### src/rtl/demod_init_pkg.sv
`timescale 1ns/1ps
package demod_init_pkg;

  localparam int ADDR_W = 7;
  localparam int DATA_W = 8;

  typedef logic [ADDR_W-1:0] reg_addr_t;
  typedef logic [DATA_W-1:0] reg_data_t;

  // register addresses the demodulator decodes
  localparam reg_addr_t A_CFG     = 7'd127;
  localparam reg_addr_t A_PORT    = 7'd20;
  localparam reg_addr_t A_RST     = 7'd21;
  localparam reg_addr_t A_LNB     = 7'd22;
  localparam reg_addr_t A_SYMH    = 7'd23;
  localparam reg_addr_t A_SYML    = 7'd24;
  localparam reg_addr_t A_VIT     = 7'd25;
  localparam reg_addr_t A_QPSK    = 7'd26;
  localparam reg_addr_t A_GO      = 7'd27;
  localparam reg_addr_t A_AGC_CTL = 7'd39;
  localparam reg_addr_t A_AGC_REF = 7'd41;
  localparam reg_addr_t A_FIX49   = 7'd49;

  // fixed data values
  localparam reg_data_t D_CFG       = 8'h8C;
  localparam reg_data_t D_PORT_OPEN = 8'h40;
  localparam reg_data_t D_PORT_SHUT = 8'h00;
  localparam reg_data_t D_RST       = 8'h80;
  localparam reg_data_t D_FIX49     = 8'h32;
  localparam reg_data_t D_GO        = 8'h01;

  typedef enum logic [4:0] {
    ST_IDLE, ST_CFG, ST_OPEN, ST_TUNE, ST_CLOSE, ST_HOLD, ST_RST, ST_FIX49,
    ST_AGC_CTL, ST_AGC_REF, ST_LNB, ST_SYMH, ST_SYML, ST_VIT, ST_QPSK,
    ST_GO, ST_FIN
  } seq_st_e;

  typedef struct packed {
    reg_data_t lnb;
    reg_data_t symh;
    reg_data_t syml;
    reg_data_t vit;
    reg_data_t qpsk;
    reg_data_t agc_ctl;
    reg_data_t agc_ref;
    logic      agc_ctl_en;
    logic      agc_ref_en;
  } sig_param_t;

  // true for steps that present a bus write
  function automatic logic step_writes(seq_st_e s);
    case (s)
      ST_IDLE, ST_TUNE, ST_HOLD, ST_FIN: return 1'b0;
      default:                           return 1'b1;
    endcase
  endfunction

  function automatic reg_addr_t step_addr(seq_st_e s);
    case (s)
      ST_CFG:             return A_CFG;
      ST_OPEN, ST_CLOSE:  return A_PORT;
      ST_RST:             return A_RST;
      ST_FIX49:           return A_FIX49;
      ST_AGC_CTL:         return A_AGC_CTL;
      ST_AGC_REF:         return A_AGC_REF;
      ST_LNB:             return A_LNB;
      ST_SYMH:            return A_SYMH;
      ST_SYML:            return A_SYML;
      ST_VIT:             return A_VIT;
      ST_QPSK:            return A_QPSK;
      ST_GO:              return A_GO;
      default:            return '0;
    endcase
  endfunction

  function automatic reg_data_t step_data(seq_st_e s, sig_param_t p);
    case (s)
      ST_CFG:     return D_CFG;
      ST_OPEN:    return D_PORT_OPEN;
      ST_CLOSE:   return D_PORT_SHUT;
      ST_RST:     return D_RST;
      ST_FIX49:   return D_FIX49;
      ST_AGC_CTL: return p.agc_ctl;
      ST_AGC_REF: return p.agc_ref;
      ST_LNB:     return p.lnb;
      ST_SYMH:    return p.symh;
      ST_SYML:    return p.syml;
      ST_VIT:     return p.vit;
      ST_QPSK:    return p.qpsk;
      ST_GO:      return D_GO;
      default:    return '0;
    endcase
  endfunction

  // step that follows a completed write; optional AGC steps are skipped
  function automatic seq_st_e step_after(seq_st_e s, sig_param_t p);
    case (s)
      ST_CFG:     return ST_OPEN;
      ST_OPEN:    return ST_TUNE;
      ST_CLOSE:   return ST_HOLD;
      ST_RST:     return ST_FIX49;
      ST_FIX49:   return p.agc_ctl_en ? ST_AGC_CTL :
                         (p.agc_ref_en ? ST_AGC_REF : ST_LNB);
      ST_AGC_CTL: return p.agc_ref_en ? ST_AGC_REF : ST_LNB;
      ST_AGC_REF: return ST_LNB;
      ST_LNB:     return ST_SYMH;
      ST_SYMH:    return ST_SYML;
      ST_SYML:    return ST_VIT;
      ST_VIT:     return ST_QPSK;
      ST_QPSK:    return ST_GO;
      ST_GO:      return ST_FIN;
      default:    return ST_IDLE;
    endcase
  endfunction

endpackage

### src/rtl/demod_init_step.sv
`timescale 1ns/1ps
module demod_init_step
  import demod_init_pkg::*;
(
  input  seq_st_e    st_i,
  input  sig_param_t prm_i,
  output logic       is_wr_o,
  output reg_addr_t  addr_o,
  output reg_data_t  data_o,
  output seq_st_e    nxt_o
);

  always_comb begin
    is_wr_o = step_writes(st_i);
    addr_o  = step_addr(st_i);
    data_o  = step_data(st_i, prm_i);
    nxt_o   = step_after(st_i, prm_i);
  end

endmodule

### src/rtl/demod_init_guard.sv
`timescale 1ns/1ps
module demod_init_guard #(
  parameter int GUARD_US = 150
) (
  input  logic clk,
  input  logic rst_n,
  input  logic arm_i,
  input  logic tick_i,
  output logic expired_o
);

  localparam int CW = $clog2(GUARD_US + 1);

  logic [CW-1:0] cnt_q;
  logic          armed_q;

  always_ff @(posedge clk or negedge rst_n) begin
    if (!rst_n) begin
      cnt_q   <= '0;
      armed_q <= 1'b0;
    end else if (arm_i) begin
      cnt_q   <= CW'(GUARD_US);
      armed_q <= 1'b1;
    end else if (tick_i && (cnt_q != '0)) begin
      cnt_q <= cnt_q - 1'b1;
    end
  end

  assign expired_o = armed_q && (cnt_q == '0);

endmodule

### src/rtl/demod_init_tuner.sv
`timescale 1ns/1ps
module demod_init_tuner #(
  parameter int NBYTES = 5
) (
  input  logic                clk,
  input  logic                rst_n,
  input  logic                en_i,
  input  logic [8*NBYTES-1:0] bytes_i,
  output logic [7:0]          data_o,
  output logic                valid_o,
  input  logic                ready_i,
  output logic                last_o
);

  localparam int IW = (NBYTES > 1) ? $clog2(NBYTES) : 1;
  localparam logic [IW-1:0] LAST_IDX = IW'(NBYTES - 1);

  logic [IW-1:0] idx_q;
  logic          take;

  assign valid_o = en_i;
  assign data_o  = bytes_i[idx_q*8 +: 8];
  assign take    = en_i && ready_i;
  assign last_o  = take && (idx_q == LAST_IDX);

  always_ff @(posedge clk or negedge rst_n) begin
    if (!rst_n)                idx_q <= '0;
    else if (!en_i || last_o)  idx_q <= '0;
    else if (take)             idx_q <= idx_q + 1'b1;
  end

endmodule

### src/rtl/demod_init_seq.sv
`timescale 1ns/1ps
module demod_init_seq
  import demod_init_pkg::*;
#(
  parameter int GUARD_US    = 150,
  parameter int TUNER_BYTES = 5
) (
  input  logic                     clk,
  input  logic                     rst_n,
  input  logic                     start_i,
  input  logic                     us_tick_i,
  input  logic [7:0]               lnb_mode_i,
  input  logic [7:0]               sym_hi_i,
  input  logic [7:0]               sym_lo_i,
  input  logic [7:0]               vit_mode_i,
  input  logic [7:0]               qpsk_ctl_i,
  input  logic                     agc_ctl_en_i,
  input  logic [7:0]               agc_ctl_i,
  input  logic                     agc_ref_en_i,
  input  logic [7:0]               agc_ref_i,
  input  logic [8*TUNER_BYTES-1:0] tuner_bytes_i,
  output logic [6:0]               wr_addr_o,
  output logic [7:0]               wr_data_o,
  output logic                     wr_valid_o,
  input  logic                     wr_ready_i,
  output logic [7:0]               tun_data_o,
  output logic                     tun_valid_o,
  input  logic                     tun_ready_i,
  output logic                     busy_o,
  output logic                     done_o
);

  localparam int TBW = 8 * TUNER_BYTES;

  seq_st_e        st_q, st_d, step_nxt;
  sig_param_t     prm_q;
  logic [TBW-1:0] tbytes_q;
  logic           step_wr;
  reg_addr_t      step_a;
  reg_data_t      step_d;

  // named internal events, used by the bound checker
  logic wr_ack;
  logic cfg_ack;
  logic rst_ack;
  logic go_ack;
  logic guard_expired;
  logic tune_last;
  logic start_take;

  demod_init_step u_step (
    .st_i    (st_q),
    .prm_i   (prm_q),
    .is_wr_o (step_wr),
    .addr_o  (step_a),
    .data_o  (step_d),
    .nxt_o   (step_nxt)
  );

  demod_init_guard #(.GUARD_US(GUARD_US)) u_guard (
    .clk       (clk),
    .rst_n     (rst_n),
    .arm_i     (cfg_ack),
    .tick_i    (us_tick_i),
    .expired_o (guard_expired)
  );

  demod_init_tuner #(.NBYTES(TUNER_BYTES)) u_tuner (
    .clk     (clk),
    .rst_n   (rst_n),
    .en_i    (st_q == ST_TUNE),
    .bytes_i (tbytes_q),
    .data_o  (tun_data_o),
    .valid_o (tun_valid_o),
    .ready_i (tun_ready_i),
    .last_o  (tune_last)
  );

  assign wr_valid_o = step_wr;
  assign wr_addr_o  = step_a;
  assign wr_data_o  = step_d;
  assign wr_ack     = step_wr && wr_ready_i;
  assign cfg_ack    = wr_ack && (st_q == ST_CFG);
  assign rst_ack    = wr_ack && (st_q == ST_RST);
  assign go_ack     = wr_ack && (st_q == ST_GO);
  assign start_take = (st_q == ST_IDLE) && start_i;
  assign busy_o     = (st_q != ST_IDLE);
  assign done_o     = (st_q == ST_FIN);

  always_comb begin
    st_d = st_q;
    case (st_q)
      ST_IDLE: if (start_i)       st_d = ST_CFG;
      ST_TUNE: if (tune_last)     st_d = ST_CLOSE;
      ST_HOLD: if (guard_expired) st_d = ST_RST;
      ST_FIN:                     st_d = ST_IDLE;
      default: if (wr_ack)        st_d = step_nxt;
    endcase
  end

  always_ff @(posedge clk or negedge rst_n) begin
    if (!rst_n) st_q <= ST_IDLE;
    else        st_q <= st_d;
  end

  always_ff @(posedge clk or negedge rst_n) begin
    if (!rst_n) begin
      prm_q    <= '0;
      tbytes_q <= '0;
    end else if (start_take) begin
      prm_q.lnb        <= lnb_mode_i;
      prm_q.symh       <= sym_hi_i;
      prm_q.syml       <= sym_lo_i;
      prm_q.vit        <= vit_mode_i;
      prm_q.qpsk       <= qpsk_ctl_i;
      prm_q.agc_ctl    <= agc_ctl_i;
      prm_q.agc_ref    <= agc_ref_i;
      prm_q.agc_ctl_en <= agc_ctl_en_i;
      prm_q.agc_ref_en <= agc_ref_en_i;
      tbytes_q         <= tuner_bytes_i;
    end
  end

endmodule

### config.mk
export PLATFORM = sky130hd
export DESIGN_NAME = demod_init_seq
export DESIGN_NICKNAME = d
export VERILOG_FILES = /design/src/rtl/demod_init_pkg.sv /design/src/rtl/demod_init_step.sv /design/src/rtl/demod_init_guard.sv /design/src/rtl/demod_init_tuner.sv /design/src/rtl/demod_init_seq.sv
export SDC_FILE = /design/constraint.sdc
export NUM_CORES = 1
export LEC_CHECK = 0
export BUFFER_PORTS_ARGS = -buffer_cell sky130_fd_sc_hd__buf_2
export CAP_MARGIN = 20
export CORE_UTILIZATION = 49
export CTS_CLUSTER_SIZE = 12
export DETAILED_ROUTE_END_ITERATION = 10
export PLACE_DENSITY = 0.8
export SLEW_MARGIN = 20
export SYNTH_ARGS = -nofsm -noshare
export SYNTH_HDL_FRONTEND = slang
export SYNTH_SLANG_ARGS = --single-unit
### constraint.sdc
create_clock -name clk -period 2.2 [get_ports clk]
set_input_delay 0.22 -clock clk [delete_from_list [all_inputs] [get_ports clk]]
set_output_delay 0.22 -clock clk [all_outputs]
set_load 0.03 [all_outputs]
======== Word-level counts from Yosys, hierarchy flattened ========
Memory sizes are Yosys's and may differ from the RTL's.
Index checks and enable logic that the tools add are counted.
word-level totals
  memories ................................ 1
  bits in registers ....................... 115
  memory bits (read-only) ................. 112
  logic and storage cells ................. 71
memory list
  memory           depth  bits a word  rd ports  clocked after memory_dff  write ports  RTL line              RTL
  (no name shown)  16     7            1         0                         0            demod_init_pkg.sv:59  case (s)
cells by class
  add/sub/neg operators ................... 2
  equal/unequal tests ..................... 20
  shift-type cells ........................ 1
  muxes and demuxes ....................... 15
  reduce and logical (&&, ||, !) cells .... 18
operators by type and width
  kind                 count
  $pmux 8 s12          1
  $pmux 5 s13          1
  $eq 5x4->1 const B   8
  $shiftx 40x7->8      1
  $eq 5x3->1 const B   4
  $mux 5               4
  $pmux 5 s4           1
  $mux 8               2
  $eq 5x2->1 const B   2
  $reduce_bool 5->1    2
  $logic_not 8->1      1
  $reduce_bool 8->1    1
  $sub 8x1->8 const B  1
  $logic_and 1x1->1    7
  $mux 7               1
  $mux 3               2
  $ne 2x2->1 const B   3
  $eq 5x1->1 const B   1
  $eq 5x5->1 const B   1
  $logic_not 5->1      1
  $mux 2               2
  $reduce_and 4->1     1
  $reduce_bool 2->1    2
  $reduce_or 4->1      1
  other kinds (5)      5

======== Logic depth before layout (Yosys ltp) ========
  depth after elaboration ................. 6
  gate-level depth with buffers ........... 7
  mapped depth without buffers ............ 7

======== By module ========
From an unflattened synthesis, not the netlist that was laid out.
second synthesis, totals
  cells, all modules ...................... 497
  area total of the unflattened synthesis .. 6100.9 um^2
modules (own cells, without submodules)
  module            area each (um^2)  seq. area each (um^2)  cells each  instances
  demod_init_seq    4125.2            2577.5                 256         1
  demod_init_step   949.7             0.0                    133         1
  demod_init_tuner  528.0             75.1                   58          1
  demod_init_guard  498.0             225.2                  50          1

======== Worst setup path before layout ========
OpenSTA, ideal clock, no wires.
  path kind ............................... reg-to-output
  start point ............................. reg st_q[3]
  end point ............................... out wr_addr_o[4]
  stages on the path, launching flop included .. 7
  required time ........................... 1980 ps
  slack ................................... -197 ps
  arrival ................................. 2177 ps
  cell sequence ........................... dfrtp_1 buf_2 clkbuf_1 buf_2 buf_1 o21ai_0 a221oi_1
between the ends
  longest elaborated chain between the ends .. 2
RTL lines
  element                 RTL line               RTL
  start, declared         demod_init_seq.sv:35   seq_st_e st_q, st_d, step_nxt;
  start signal, assigned  demod_init_seq.sv:103  else st_q <= st_d;
  $mem_v2 16x7            -
  $mux 7                  demod_init_pkg.sv:59
  end, declared           demod_init_seq.sv:22   output logic [6:0] wr_addr_o,
Every way passes these cells.

======== Worst setup path after layout ========
  start point ............................. reg st_q[0]
  end point ............................... out wr_valid_o
between the ends
  longest elaborated chain between the ends .. 3
RTL lines
  element                                   RTL line              RTL
  $eq 5x5->1, or another cell as far along  demod_init_pkg.sv:52  case (s)
  $reduce_or 4->1 *                         demod_init_pkg.sv:52
  $mux 1 *                                  demod_init_pkg.sv:52
  end, declared                             demod_init_seq.sv:24  output logic wr_valid_o,
Mark *: on every way between the ends. The rest lies on a longest branch, timed or not.

==> flow_summary.yaml <==
outcome:
  status: "complete, but fails checks"
  violations: "negative setup slack"
critical_path:
  cp-end-kind: "output port"
  critPathKind: "reg -> out"
  crit_chain: "ha_4 -> buf_6 -> buf_4 -> buf_6 -> mux2_4 -> a22o_1 -> inv_2 -> buf_6 -> buf_6"
  crit_cells: 9
  r2r-start: "st_q[1]"
  cp_data_arrival_time_ns: 2.21
  path_max_fanout: 5
  cp_slowest_cell: "dfrtp_2"
  worstSetupStartpointType: "flop"
  critical_path_buf_inv_count: 6
  startpoint: "st_q[0]"
  worstReg2RegEnd: "st_q[4]"
  cp_slowest_stage_delay_ns: 0.45
  crit_required_ns: 1.98
  r2r.worst_path.cells: 12
  cp-endpoint: "wr_valid_o"
  crit_top_cell: "buf_6"
  critPathTopFamily: "buffers and inverters"
  rrSetupSlack_ns: -0.09
layout:
  fin_nets: 771
  drive_gt1_share_pct: 54.9
  nFillCells: 770
  finalNonFillerCells: 814
  syn_to_final_growth_pct: 35.9
detailed_routing:
  ant_nets: 0
  wire_per_inst_um: 18.6
  routed_wl_um: 15200
  avgViaCountPerCell: 5.65
  vias: 4601
  drt_iter0_drc: 358
  drc: 0
  drt-pass1-iter-count: 4
pwr:
  peakVddDrop_uv: 1020
  power_uw: 11900
  p_leak_uw: 0.00361
  p_per_area_nw_per_um2: 1520
cts:
  cts_tree: "yes"
  clk_pin_slew_ns: 0.06
  clkLatencyLatePin_ns: 0.42
  cts-root-buf: "clkbuf_16"
  numCtsBuffers: 17
  clk_path_buf_depth: 2
  cts_max_level: 4
  numClockSinks: 115
global_route:
  grt_pass1_wl_um: 24500
  antenna_found_initial: 1
  gr-usage-all-layers_pct: 26.0
  grt_pass1_vias: 4884
  grt-ovfl-total: 0
  grt_max_degree: 64
floorplan:
  die-area_um2: 12200
  die_x_um: 111
  die_y_um: 111
  ios: 131
  core_area_um2: 11500
  fp-row-count: 39
  start_util_pct: 50.3
synthesis:
  synth_cell_types: 55
  synth_area_leaders: "dfrtp_1 (50%), mux2_2 (20%), mux2i_1 (4.2%)"
  synth.yosys.seq_area_share_pct: 49.9
  syn-cell-area_um2: 5770
  synth-seq-cells: 115
  avgSynthCellArea_um2: 11.9
  syn_nets: 597
  synthFlopType: "dfrtp_1"
  synth_compound_area_share_pct: 10.3
  synth.most_common_cell: "dfrtp_1"
  synth_top_family_by_area: "multiplexers"
  netlist_instances: 483
  yosys.area.top_type: "dfrtp_1"
  synth-simple-area-share_pct: 8.39
  synth_xor_area_share_pct: 1.37
  synthMuxAreaShare_pct: 24.7
  ys_warn_count: 0
  netlist.area_leader.share_pct: 49.9
  synth-edff-count: 0
  async_reset_ff_share_pct: 100
  synth_common_cells: "dfrtp_1 (115), mux2_2 (100), nor2_1 (26), mux2i_1 (24), nand2_1 (21)"
  synth_fa_ha_area_share_pct: 2.17
placed_design:
  gp_congestion: 0.860
  dp_cells: 758
  pre_cts_ws_ns: -0.113
  dp_hpwl_um: 10400
  port_buffers: 130
sta:
  fmax_ghz: 0.412
  fin_crit_ns: 2.43
  layout_setup_ws_ns: -0.228
  hold_viol: 0
  slew_violations: 0
  tightest_slew_ns: 0.741
  finalClockSkew_ns: 0.00848
  relSlewSlack_pct: 50.6
  period_share_pct: 110
  setup_viol: 13
  grt_setup_unrepaired: "yes"
flow_run:
  drv_cap: 0
worst_hold_path:
  hp-class: "in -> reg"
[where the power goes]
group          leakage [µW]  internal, µW  switching [µW]
Sequential          0.00136          3170             656
Clock              0.000281          1600            1120
Combinational       0.00196          2710            2650
Total               0.00361          7480            4430
[final cells by class]
class,instances,area [µm²],share of cell area (%)
clock buffer,17,425,5.42
sequential,115,2880,36.7
tap,143,179,2.28
inverter,15,56.3,0.718
multi-input combinational,321,2920,37.2
antenna,1,2.50,0.0319
timing repair buffer,187,1220,15.6
clock inverter,15,161,2.06
[repair_timing]
| item | 4_1_cts | 5_1_grt |
|---|---|---|
| resized for setup | 46 | 37 |
| endpoints found under the setup margin | 16 | 24 |
| setup buffers | 9 | 14 |
| endpoints found under the hold margin | 55 | 0 |
| hold buffers | 1 | 0 |
| pin swaps | 10 | 9 |
[cells by family after synthesis]
family,count (synthesis)
XOR/XNOR,9
AND/OR/NAND/NOR,94
AO/OA/AOI/OAI,81
multiplexers,127
buffers and inverters,47
flip-flops,115
adder cells (fa/ha/maj),10
[layout by cell type, fill, tap and decap left out, types with 5 or more instances in the layout]
cell	netlist	layout
a21oi_1	19	16
buf_2	8	114
buf_4	0	52
buf_6	0	17
clkbuf_16	0	17
dfrtp_1	115	112
ha_1	10	5
inv_1	15	11
inv_8	0	5
mux2_2	100	99
mux2i_1	24	24
nand2_1	21	21
nand3_1	8	7
nor2_1	26	24
nor3_1	7	5
o21ai_0	10	7
o22ai_1	8	7
xor2_1	7	7
[stage by stage]
stage               hold slack [ns]  instance area [µm²]  setup TNS (ns)  utilization, %
finish                       0.0251                 7850           -1.83            68.4
global placement              0.304                 6800               0            59.3
floorplan                   -0.0756                 5800         -0.0254               -
detailed placement            0.323                 6800          -0.495            59.3
CTS                         0.00923                 7630           -1.41            66.6
global route                0.00625                 7850           -2.72            68.4
[sequential cells by signal, summed over array words and instances, names as in the netlist]
register         count
u_guard.cnt_q        8
u_tuner.idx_q        3
tbytes_q            40
prm_q               58
st_q                 5
u_guard.armed_q      1
[worst reg2reg max path, stage by stage (launching register included)]
cell,delay (ns)
dfrtp_1,0.40
inv_2,0.11
ha_4,0.17
buf_6,0.11
buf_4,0.10
buf_6,0.08
mux2_4,0.14
a22o_1,0.16
inv_2,0.06
buf_6,0.11
a211oi_4,0.31
buf_4,0.19
mux2i_1,0.25
[worst min-delay path by stage]
stage,from,slack (ns),end,cells after the start
after floorplan,rst_n,-0.08,prm_q[0],0
after detailed placement,rst_n,0.32,prm_q[33],1
final,tuner_bytes_i[24],0.03,tbytes_q[24],2
after CTS,lnb_mode_i[7],0.009,prm_q[57],2
after global routing,qpsk_ctl_i[0],0.006,prm_q[18],2
after global placement,rst_n,0.30,prm_q[33],1
[per-layer routing]
layer / share of wire [%] / routed length (µm) / GRT usage (%)
met1: 42 / 6370 / 32.3
met2: 50 / 7540 / 41.4
met3: 5.2 / 792 / 7.68
met4: 3.1 / 477 / 12.4
met5: 0 / 0 / 0
(Power assumes the default switching activity.)
